### src/rtl/tw_mon_pkg.sv
package tw_mon_pkg;

  // Line events seen on the synchronized bus, valid for one clock.
  typedef struct packed {
    logic start;   // data fell while clock high
    logic stop;    // data rose while clock high
    logic rise;    // clock line rose
  } tw_evt_t;

endpackage

### src/rtl/tw_sync.sv
module tw_sync #(
  parameter int STAGES = 2
) (
  input  logic clk,
  input  logic rst,
  input  logic d,
  output logic q
);

  generate
    if (STAGES == 1) begin : g_one
      logic r;
      always_ff @(posedge clk) begin
        if (rst) r <= 1'b0;
        else     r <= d;
      end
      assign q = r;
    end else begin : g_chain
      logic [STAGES-1:0] chain;
      always_ff @(posedge clk) begin
        if (rst) chain <= '0;
        else     chain <= {chain[STAGES-2:0], d};
      end
      assign q = chain[STAGES-1];
    end
  endgenerate

endmodule

### src/rtl/tw_cond_detect.sv
module tw_cond_detect
  import tw_mon_pkg::*;
(
  input  logic    clk,
  input  logic    rst,
  input  logic    sda_s,
  input  logic    scl_s,
  output tw_evt_t evt_o,
  output logic    start_o,
  output logic    rstart_o,
  output logic    stop_o,
  output logic    busy_o
);

  logic prev_sda, prev_scl;
  logic armed;
  tw_evt_t evt;

  // Conditions need the clock line high on both sides of the data edge.
  always_comb begin
    evt.start = armed & prev_scl & scl_s & prev_sda & ~sda_s;
    evt.stop  = armed & prev_scl & scl_s & ~prev_sda & sda_s;
    evt.rise  = ~prev_scl & scl_s;
  end
  assign evt_o = evt;

  always_ff @(posedge clk) begin
    if (rst) begin
      prev_sda <= 1'b0;
      prev_scl <= 1'b0;
      armed    <= 1'b0;
      start_o  <= 1'b0;
      rstart_o <= 1'b0;
      stop_o   <= 1'b0;
      busy_o   <= 1'b0;
    end else begin
      prev_sda <= sda_s;
      prev_scl <= scl_s;
      if (sda_s && scl_s) armed <= 1'b1;
      start_o  <= evt.start & ~busy_o;
      rstart_o <= evt.start & busy_o;
      stop_o   <= evt.stop;
      if (evt.start)     busy_o <= 1'b1;
      else if (evt.stop) busy_o <= 1'b0;
    end
  end

endmodule

### src/rtl/tw_frame.sv
module tw_frame
  import tw_mon_pkg::*;
#(
  parameter int BYTE_W = 8,
  parameter int IDX_W  = $clog2(BYTE_W + 1)
) (
  input  logic              clk,
  input  logic              rst,
  input  tw_evt_t           evt,
  input  logic              sda_s,
  output logic              addr_valid_o,
  output logic [BYTE_W-2:0] addr_o,
  output logic              rw_o,
  output logic              ack_valid_o,
  output logic              ack_o,
  output logic [IDX_W-1:0]  bit_idx_o
);

  localparam logic [IDX_W-1:0] FULL = IDX_W'(BYTE_W);
  localparam logic [IDX_W-1:0] LAST = IDX_W'(BYTE_W - 1);

  logic              in_frame;
  logic              first_byte;
  logic [BYTE_W-1:0] shreg;
  logic [BYTE_W-1:0] nxt;

  assign nxt = {shreg[BYTE_W-2:0], sda_s};

  always_ff @(posedge clk) begin
    if (rst) begin
      in_frame     <= 1'b0;
      first_byte   <= 1'b0;
      shreg        <= '0;
      bit_idx_o    <= '0;
      addr_valid_o <= 1'b0;
      addr_o       <= '0;
      rw_o         <= 1'b0;
      ack_valid_o  <= 1'b0;
      ack_o        <= 1'b1;
    end else begin
      addr_valid_o <= 1'b0;
      ack_valid_o  <= 1'b0;
      if (evt.start) begin
        in_frame   <= 1'b1;
        first_byte <= 1'b1;
        bit_idx_o  <= '0;
      end else if (evt.stop) begin
        in_frame   <= 1'b0;
        first_byte <= 1'b0;
        bit_idx_o  <= '0;
      end else if (evt.rise && in_frame) begin
        if (bit_idx_o == FULL) begin
          ack_valid_o <= 1'b1;
          ack_o       <= sda_s;
          bit_idx_o   <= '0;
          first_byte  <= 1'b0;
        end else begin
          shreg     <= nxt;
          bit_idx_o <= bit_idx_o + 1'b1;
          if (first_byte && bit_idx_o == LAST) begin
            addr_valid_o <= 1'b1;
            addr_o       <= nxt[BYTE_W-1:1];
            rw_o         <= nxt[0];
          end
        end
      end
    end
  end

endmodule

### src/rtl/tw_cond_mon.sv
module tw_cond_mon
  import tw_mon_pkg::*;
#(
  parameter int BYTE_W      = 8,
  parameter int SYNC_STAGES = 2,
  localparam int IDX_W      = $clog2(BYTE_W + 1)
) (
  input  logic              clk,
  input  logic              rst,
  input  logic              sda_in,
  input  logic              scl_in,
  output logic              start_o,
  output logic              rstart_o,
  output logic              stop_o,
  output logic              busy_o,
  output logic              addr_valid_o,
  output logic [BYTE_W-2:0] addr_o,
  output logic              rw_o,
  output logic              ack_valid_o,
  output logic              ack_o,
  output logic [IDX_W-1:0]  bit_idx_o
);

  logic    sda_s, scl_s;
  tw_evt_t evt;

  tw_sync #(.STAGES(SYNC_STAGES)) u_sync_sda (
    .clk(clk), .rst(rst), .d(sda_in), .q(sda_s)
  );

  tw_sync #(.STAGES(SYNC_STAGES)) u_sync_scl (
    .clk(clk), .rst(rst), .d(scl_in), .q(scl_s)
  );

  tw_cond_detect u_cond (
    .clk(clk), .rst(rst), .sda_s(sda_s), .scl_s(scl_s), .evt_o(evt),
    .start_o(start_o), .rstart_o(rstart_o), .stop_o(stop_o), .busy_o(busy_o)
  );

  tw_frame #(.BYTE_W(BYTE_W), .IDX_W(IDX_W)) u_frame (
    .clk(clk), .rst(rst), .evt(evt), .sda_s(sda_s),
    .addr_valid_o(addr_valid_o), .addr_o(addr_o), .rw_o(rw_o),
    .ack_valid_o(ack_valid_o), .ack_o(ack_o), .bit_idx_o(bit_idx_o)
  );

endmodule

### config.mk
export PLATFORM = sky130hd
export DESIGN_NAME = tw_cond_mon
export DESIGN_NICKNAME = d
export VERILOG_FILES = /design/src/rtl/tw_mon_pkg.sv /design/src/rtl/tw_sync.sv /design/src/rtl/tw_cond_detect.sv /design/src/rtl/tw_frame.sv /design/src/rtl/tw_cond_mon.sv
export SDC_FILE = /design/constraint.sdc
export NUM_CORES = 1
export LEC_CHECK = 0
export CAP_MARGIN = 10
export CELL_PAD_IN_SITES_DETAIL_PLACEMENT = 1
export CELL_PAD_IN_SITES_GLOBAL_PLACEMENT = 1
export CORE_MARGIN = 2
export CORE_UTILIZATION = 39
export DETAILED_ROUTE_END_ITERATION = 7
export PLACE_DENSITY = 0.83
export SETUP_SLACK_MARGIN = 0.4
export SYNTH_ARGS = -nofsm -noshare
export SYNTH_HDL_FRONTEND = slang
export SYNTH_HIERARCHICAL = 1
export SYNTH_SLANG_ARGS = --single-unit
### constraint.sdc
create_clock -name clk -period 2.05 [get_ports clk]
set_input_delay 0.3075 -clock clk [delete_from_list [all_inputs] [get_ports clk]]
set_output_delay 0.3075 -clock clk [all_outputs]
set_load 0.01 [all_outputs]
# Word-level counts from Yosys, hierarchy flattened
# Cells that the tools add are included.
# totals
reg_bits	34
word_cells	59
out_inout_bits	19
# classes
n_bitwise	17
n_reduce_logical	13
eq_ne	2
n_addsub	1
mux	9
# ops
operator	n
1-bit bitwise AND	9
1-bit 2-to-1 mux	8
1-bit inverter	8
4-bit AND reduction	2
3-bit nonzero test	2
5-bit AND reduction	1
5-bit OR reduction	1
4-bit by 1-bit adder with 4-bit output, second input constant	1
4-bit by 3-bit equality test with 1-bit output, second input constant	1
4-bit equality test, second input constant	1
4-bit 2-to-1 mux	1
4-bit OR reduction	1
1-bit logical AND	3
3-bit OR reduction	1
2-bit AND reduction	1
2-bit nonzero test	1

# Depth between registers and ports, before layout
# Gate-level depths: netlist of run 1.
# logic_depth
ltp_word	6
ltp_mapped	7
depth_no_buf	5

# Cells and area by module
# The synthesis of run 1 kept the hierarchy.
# by_module_without_submodules
module	seq_area_each_um2	instances	cells_per_inst	area_per_inst_um2
tw_frame	480.5	1	114	1024.7
tw_cond_detect	140.1	1	23	272.8
tw_sync	40.0	2	4	52.6

# Worst setup path after synthesis of run 1
# OpenSTA, ideal clock, no wires.
# synth_timing
path_kind	reg-to-reg
start	reg u_cond.prev_sda
end	reg u_frame.shreg[0]
slack_ns	0.537
t_arrival_ns	1.393
t_required_ns	1.930
setup_ns	0.120
n_path_buf	1
path_stages_with_launch	7
path_cell_list	dfxtp_1 and4b_4 and2_1 nand4bb_2 clkbuf_2 o21ai_0 a21oi_1
# synth_lines
item	line_no	source
from (decl)	tw_cond_detect.sv:15	logic prev_sda, prev_scl;
from (signal assigned)	tw_cond_detect.sv:37	prev_sda <= sda_s;
to (signal assigned)	tw_frame.sv:58	shreg <= nxt;
to (decl)	tw_frame.sv:24	logic [BYTE_W-1:0] shreg;

# Final worst setup path of run 1
# layout_timing
start	reg u_frame.bit_idx_o[1]
end	out bit_idx_o[1]
# layout_lines
item	line_no	source
from (decl)	tw_frame.sv:16	output logic [IDX_W-1:0] bit_idx_o
from (signal assigned)	tw_frame.sv:59	bit_idx_o <= bit_idx_o + 1'b1;
to (decl)	tw_cond_mon.sv:21	output logic [IDX_W-1:0] bit_idx_o
# No word-level cell between the ends.

==> results.py, run 1 <==
metrics = {
    "status": {
        "status": "finished clean",
    },
    "placed_design": {
        "gp_congestion": 0.759,
        "dp_hpwl_um": 2210,
        "io_buffers": 22,
        "dp_worst_setup_slack_ns": 0.217,
    },
    "finish": {
        "n_antenna_cell": 0,
        "fin_nets": 176,
        "fillerInstances": 375,
        "drive_above_1_share_pct": 18.1,
        "final_cell_mix": "dfxtp_1, clkdlybuf4s50_1, a21oi_1, nand3_1, o21ai_0",
        "mostFrequentLayoutCell": "dfxtp_1",
        "multi_input_area_um2": 689,
        "area_growth_pct": 29.3,
        "regArea_um2": 719,
    },
    "power": {
        "leakagePower_nw": 0.582,
        "power.density_mw_per_mm2": 681,
        "irDropWorstVdd_mv": 0.394,
        "power_mw": 1.23,
    },
    "drt": {
        "drc_errors": 0,
        "viasPerCell": 5.45,
        "vias": 1182,
        "ant_nets": 0,
        "drtIter0Drc": 66,
        "dr.pass1.iters": 4,
        "wl_per_cell_um": 16.3,
        "drt-total-wl_um": 3530,
    },
    "setup_path": {
        "worstReg2RegEnd": "u_frame/bit_idx_o[2]",
        "reg2regPathDepth": 4,
        "cp-end-kind": "primary output",
        "cp_data_arrival_time_ns": 1.27,
        "critPathKind": "flop to primary output",
        "critPathSlowestCell": "clkdlybuf4s50_1",
        "r2r_start": "u_sync_sda/g_chain.chain[1]",
        "cp.required_ns": 1.74,
        "path_cells": "clkdlybuf4s50_1",
        "worst-path-buf-inv": 1,
        "cp-start-kind": "flop",
        "cp_max_fo": 6,
        "crit_path_max_incr_delay_ns": 0.54,
        "crit_family": "buffers and inverters",
        "r2r_slack_ns": 0.48,
    },
    "timing": {
        "max_slew_margin_pct": 75.0,
        "finalCriticalPeriod_ns": 1.58,
        "hold_violations": 0,
        "whs_ns": 0.461,
        "clock_skew_ns": 0.0136,
        "slew_viol_final": 0,
        "setup_tns_ns": 0,
        "finalCritPeriodShare_pct": 76.9,
        "rsz0062_at_grt": "true",
        "fmax_ghz": 0.634,
        "setup_viol": 0,
        "worst_pin_slew_ns": 0.374,
        "fin_ws_ns": 0.473,
    },
    "clocking": {
        "cts_buffers": 5,
        "cts_tree": "built",
        "max-clock-path-buffers": 2,
        "clk_pin_slew_ns": 0.10,
        "cts_sinks": 35,
        "cts_max_level": 2,
        "cts_hold_buf": 0,
        "clk_latency_ns": 0.35,
        "cts_root_buf": "clkbuf_4",
    },
    "die": {
        "row_count": 21,
        "num_io_pins": 23,
        "die-area_mm2": 0.00409,
        "die_y_um": 64.0,
        "initial_utilization_pct": 41.4,
        "die_w_um": 64.0,
        "design.core.area_mm2": 0.00339,
    },
    "grt": {
        "grt.overflow.total": 0,
        "grt_pass1_wl_um": 5740,
        "track_usage_pct": 18.3,
        "grt_pass1_vias": 1186,
        "grt_max_degree": 30,
        "grt_antenna_before_repair": 0,
    },
    "yosys": {
        "synth_fp_nets": 151,
        "synthTopCellsByArea": "dfxtp_1, a21oi_1, nand3_1",
        "avgSynthCellArea_um2": 9.67,
        "synth_top_area_share_pct": 50.0,
        "yosysUniqueCellTypes": 36,
        "synth.ff_latch_count": 35,
        "synth_top_area_cell": "dfxtp_1",
        "syn_area_mm2": 0.00140,
        "seq_area_frac_synth_pct": 50.0,
        "yosys_warnings": 6,
        "syn-instance-count": 145,
    },
    "worst_hold_path": {
        "hp-class": "flop to flop",
        "holdPathEnd": "u_sync_sda/g_chain.chain[1]",
        "holdPathStages": 1,
        "worstHoldStart": "u_sync_sda/g_chain.chain[0]",
    },
    "run": {
        "maxCapViolCount": 0,
    },
}
==> worst max-delay path by stage <==
stage,from,endpoint,slack (ns),depth (start not counted)
2_1_floorplan,u_cond/prev_sda,u_frame/shreg[0],0.54,6
3_3_place_gp,u_sync_sda/g_chain.chain[1],u_frame/addr_o[0],0.26,5
3_5_place_dp,u_sync_sda/g_chain.chain[1],u_frame/shreg[1],0.22,5
4_1_cts,u_cond/busy_o,busy_o,0.41,1
5_1_grt,u_cond/prev_sda,u_frame/shreg[2],0.39,5
6_report,u_frame/bit_idx_o[1],bit_idx_o[1],0.47,1
==> per-stage QoR <==
step / util (%) / instances / instance area [um2]
after floorplan: - / 145 / 1400
after global placement: 47.6 / 205 / 1610
after detailed placement: 47.6 / 205 / 1610
after CTS: 51.2 / 215 / 1740
after global routing: 53.5 / 217 / 1810
final: 53.5 / 217 / 1810
==> logic make-up after synthesis <==
kind of cell | Yosys count | share of synthesized area (%)
AND/OR/NAND/NOR | 52 | 23.1
buffers and inverters | 13 | 6.33
flip-flops | 35 | 50.0
AO/OA/AOI/OAI | 43 | 18.8
adder cells (fa/ha/maj) | 2 | 1.78
==> sequential cells by signal (all words and copies together), names as in the netlist, 2 cells and up <==
name                      cells
u_frame/bit_idx_o             4
u_sync_scl/g_chain.chain      2
u_frame/shreg                 7
u_sync_sda/g_chain.chain      2
u_frame/addr_o                7
==> synth_stat cells <==
master and count:
and4b_1 1, nand2_1 5, o211ai_1 1, a2111oi_4 1
and4bb_1 1, nand2b_1 1, buf_12 1, nand4bb_2 1
nor2_1 3, nand4b_1 1, inv_1 4, a41oi_2 1
nand3b_1 2, buf_6 2, clkbuf_2 2, dfxtp_1 35
and4b_4 1, nor2b_1 8, nor4_1 1, nor4b_2 1
nor3_1 2, and3b_1 1, and2_2 1, a21oi_1 20
o21ai_0 13, o21ai_1 3, buf_2 2, a311oi_1 2
ha_1 2, clkbuf_1 1, or3_1 1, a41oi_1 1
and2_1 2, a31oi_1 1, nand3_1 19, buf_4 1
==> metal layers <==
layer	global-route usage (%)	wire length [um]	up-vias
li1	-	-	579
met1	21.1	1470	565
met2	31.5	1850	30
met3	5.28	144	8
met4	7.61	69	0
met5	0	0	-
==> power breakdown <==
group | total (mW) | switching (mW) | internal [mW]
Sequential | 0.685 | 0.00556 | 0.680
Clock | 0.519 | 0.231 | 0.288
Combinational | 0.0299 | 0.0170 | 0.0129
==> cell type report <==
type,instances,area share (%)
Timing Repair Buffer,25,13.5
Clock buffer,6,2.83
Clock inverter,2,1.93
Multi-Input combinational cell,99,38.0
Sequential cell,35,39.7
Inverter,4,0.828
Tap cell,46,3.17
==> timing repair <==
action                                  4_1_cts  5_1_grt
resized for setup                             8       16
setup buffers                                 2        0
endpoints found under the setup margin       23       23
pin swaps                                     0        2
cloned                                        0        2
No activity file was read; power rests on OpenSTA's default activity.
==> run 2: changes to the inputs <==
==> constraint.sdc (replaced) <==
create_clock -name clk -period 1.59 [get_ports clk]
set_input_delay 0.2385 -clock clk [delete_from_list [all_inputs] [get_ports clk]]
set_output_delay 0.2385 -clock clk [all_outputs]
set_load 0.01 [all_outputs]
==> results.py, run 2 (synthesis gave the netlist of run 1 again) <==
metrics = {
    "power": {
        "p_clk_share_pct": 37.9,
        "leakagePower_nw": 0.782,
        "seqPwrFrac_pct": 57.1,
        "irDropWorstVdd_mv": 0.507,
        "intPower_mw": 1.17,
        "power.density_mw_per_mm2": 688,
        "power_mw": 1.54,
        "p_switching_uw": 368,
        "swShare_pct": 24.0,
        "power_frac_comb_pct": 5.0,
    },
    "timing": {
        "slew_viol_final": 0,
        "hold_violations": 0,
        "finalCriticalPeriod_ns": 1.60,
        "fmax_ghz": 0.627,
        "clock_skew_ns": 0.0181,
        "worst_pin_slew_ns": 0.312,
        "setup_viol": 1,
        "max_slew_margin_pct": 79.2,
        "fin_ws_ns": -0.00586,
        "finalCritPeriodShare_pct": 100,
        "rsz0062_at_grt": "true",
    },
    "clocking": {
        "cts_buffers": 5,
        "clk_pin_slew_ns": 0.12,
        "clk_latency_ns": 0.37,
        "cts_hold_buf": 0,
        "cts_root_buf": "clkbuf_4",
        "cts_tree": "built",
        "cts_sinks": 35,
        "cts_max_level": 2,
        "max-clock-path-buffers": 2,
    },
    "setup_path": {
        "cp_data_arrival_time_ns": 1.85,
        "cp-start-kind": "flop",
        "cp_max_fo": 8,
        "critPathKind": "flop to flop",
        "cp-end-kind": "flop",
        "cp.required_ns": 1.84,
    },
    "run": {
        "maxCapViolCount": 0,
    },
    "drt": {
        "ant_nets": 0,
        "dr.pass1.iters": 4,
        "wl_per_cell_um": 24.1,
        "vias": 1482,
        "viasPerCell": 5.90,
        "drt-total-wl_um": 6040,
        "drtIter0Drc": 94,
        "drc_errors": 0,
    },
    "placed_design": {
        "gp_congestion": 0.753,
        "dp_worst_setup_slack_ns": -0.0886,
        "dp_cells": 210,
        "dp_hpwl_um": 2290,
        "io_buffers": 22,
    },
    "die": {
        "die_w_um": 64.0,
        "initial_utilization_pct": 41.4,
        "die_y_um": 64.0,
        "row_count": 21,
        "die-area_mm2": 0.00409,
        "num_io_pins": 23,
        "design.core.area_mm2": 0.00339,
    },
    "grt": {
        "grt.overflow.total": 0,
        "grt_pass1_wl_um": 7870,
        "grt_pass1_vias": 1511,
        "track_usage_pct": 25.5,
        "grt_antenna_before_repair": 0,
        "grt_max_degree": 18,
    },
    "finish": {
        "layout.cells.non_filler": 251,
        "mostFrequentLayoutCell": "buf_4",
        "final_cell_mix": "buf_4, dfxtp_1, a21oi_1, clkbuf_2, nand3_1",
        "n_antenna_cell": 0,
        "reg_top3": "u_frame/addr_o x7, u_frame/shreg x7, u_frame/bit_idx_o x4",
        "fin_nets": 210,
        "drive_above_1_share_pct": 60.0,
        "area_growth_pct": 59.1,
    },
    "status": {
        "status": "finished with violations",
        "violations": "setup timing",
    },
    "worst_hold_path": {
        "hp-class": "flop to flop",
    },
}
run 2: changes by cell type in the layout (fill, tap and decap cells not counted), moves of 8 or more:
| cell | delta |
|---|---|
| clkdlybuf4s50_1 | -18 |
| a21oi_2 | +8 |
| nand3_1 | -10 |
| a21oi_1 | -8 |
| o21ai_0 | -9 |
| buf_6 | +8 |
| nand3_2 | +8 |
| buf_4 | +26 |
| clkbuf_2 | +11 |
run 2: path summary, 6_finish.rpt:
kind	depth (start not counted)	from	slack (ns)	endpoint
worst min register to register	1	u_sync_sda/g_chain.chain[0]	0.46	u_sync_sda/g_chain.chain[1]
worst max-delay path	6	u_cond/prev_scl	-0.006	u_frame/shreg[2]
worst min-delay path	1	u_sync_sda/g_chain.chain[0]	0.46	u_sync_sda/g_chain.chain[1]
worst max register to register	6	u_cond/prev_scl	-0.006	u_frame/shreg[2]
run 2: power groups by stage:
stage | sequential (mW) | clock, mW | combinational [mW]
after CTS | 0.874 | 0.557 | 0.0608
final | 0.876 | 0.582 | 0.0773
after global placement | 0.907 | 0 | 0.0407
after global routing | 0.876 | 0.615 | 0.0803
after floorplan | 0.907 | 0 | 0.0178
after detailed placement | 0.907 | 0 | 0.0422
run 2: layout make-up:
class                           count  area (um2)
Fill cell                         351        1160
Multi-Input combinational cell    100         908
Sequential cell                    35         738
Timing Repair Buffer               58         438
Clock buffer                        8        68.8
Tap cell                           46        57.6
Inverter                            4        20.0
run 2: worst max-delay path: stages (launching register included):
cell and delay (ns):
dfxtp_4 0.38, buf_4 0.14, nor2b_4 0.19, buf_6 0.16
nand4bb_4 0.22, o21ai_1 0.27, a21oi_1 0.11
run 2: stage by stage:
step,instance area (um2),hold slack [ns],setup TNS [ns],util (%)
after CTS,2060,0.449,0,60.8
after floorplan,1430,0.303,0,-
after global routing,2230,0.468,-0.0685,65.8
after global placement,1670,0.425,-0.0691,49.4
final,2230,0.461,-0.00586,65.8
after detailed placement,1670,0.437,-0.966,49.4
run 2: what timing repair did:
item | CTS | global route
gates cloned | 3 | 0
endpoints found under the hold margin | 0 | 0
endpoints found under the setup margin | 43 | 42
resized for setup | 91 | 59
buffers inserted | 17 | 13
pin swaps | 15 | 16
run 2: metal layers:
metal	track usage [%]	vias to the layer above	share of wire, %
li1	-	653	-
met1	29.2	746	41
met2	43.9	55	50
met3	7.04	28	4.4
met4	11.7	0	4.9
met5	0	-	0
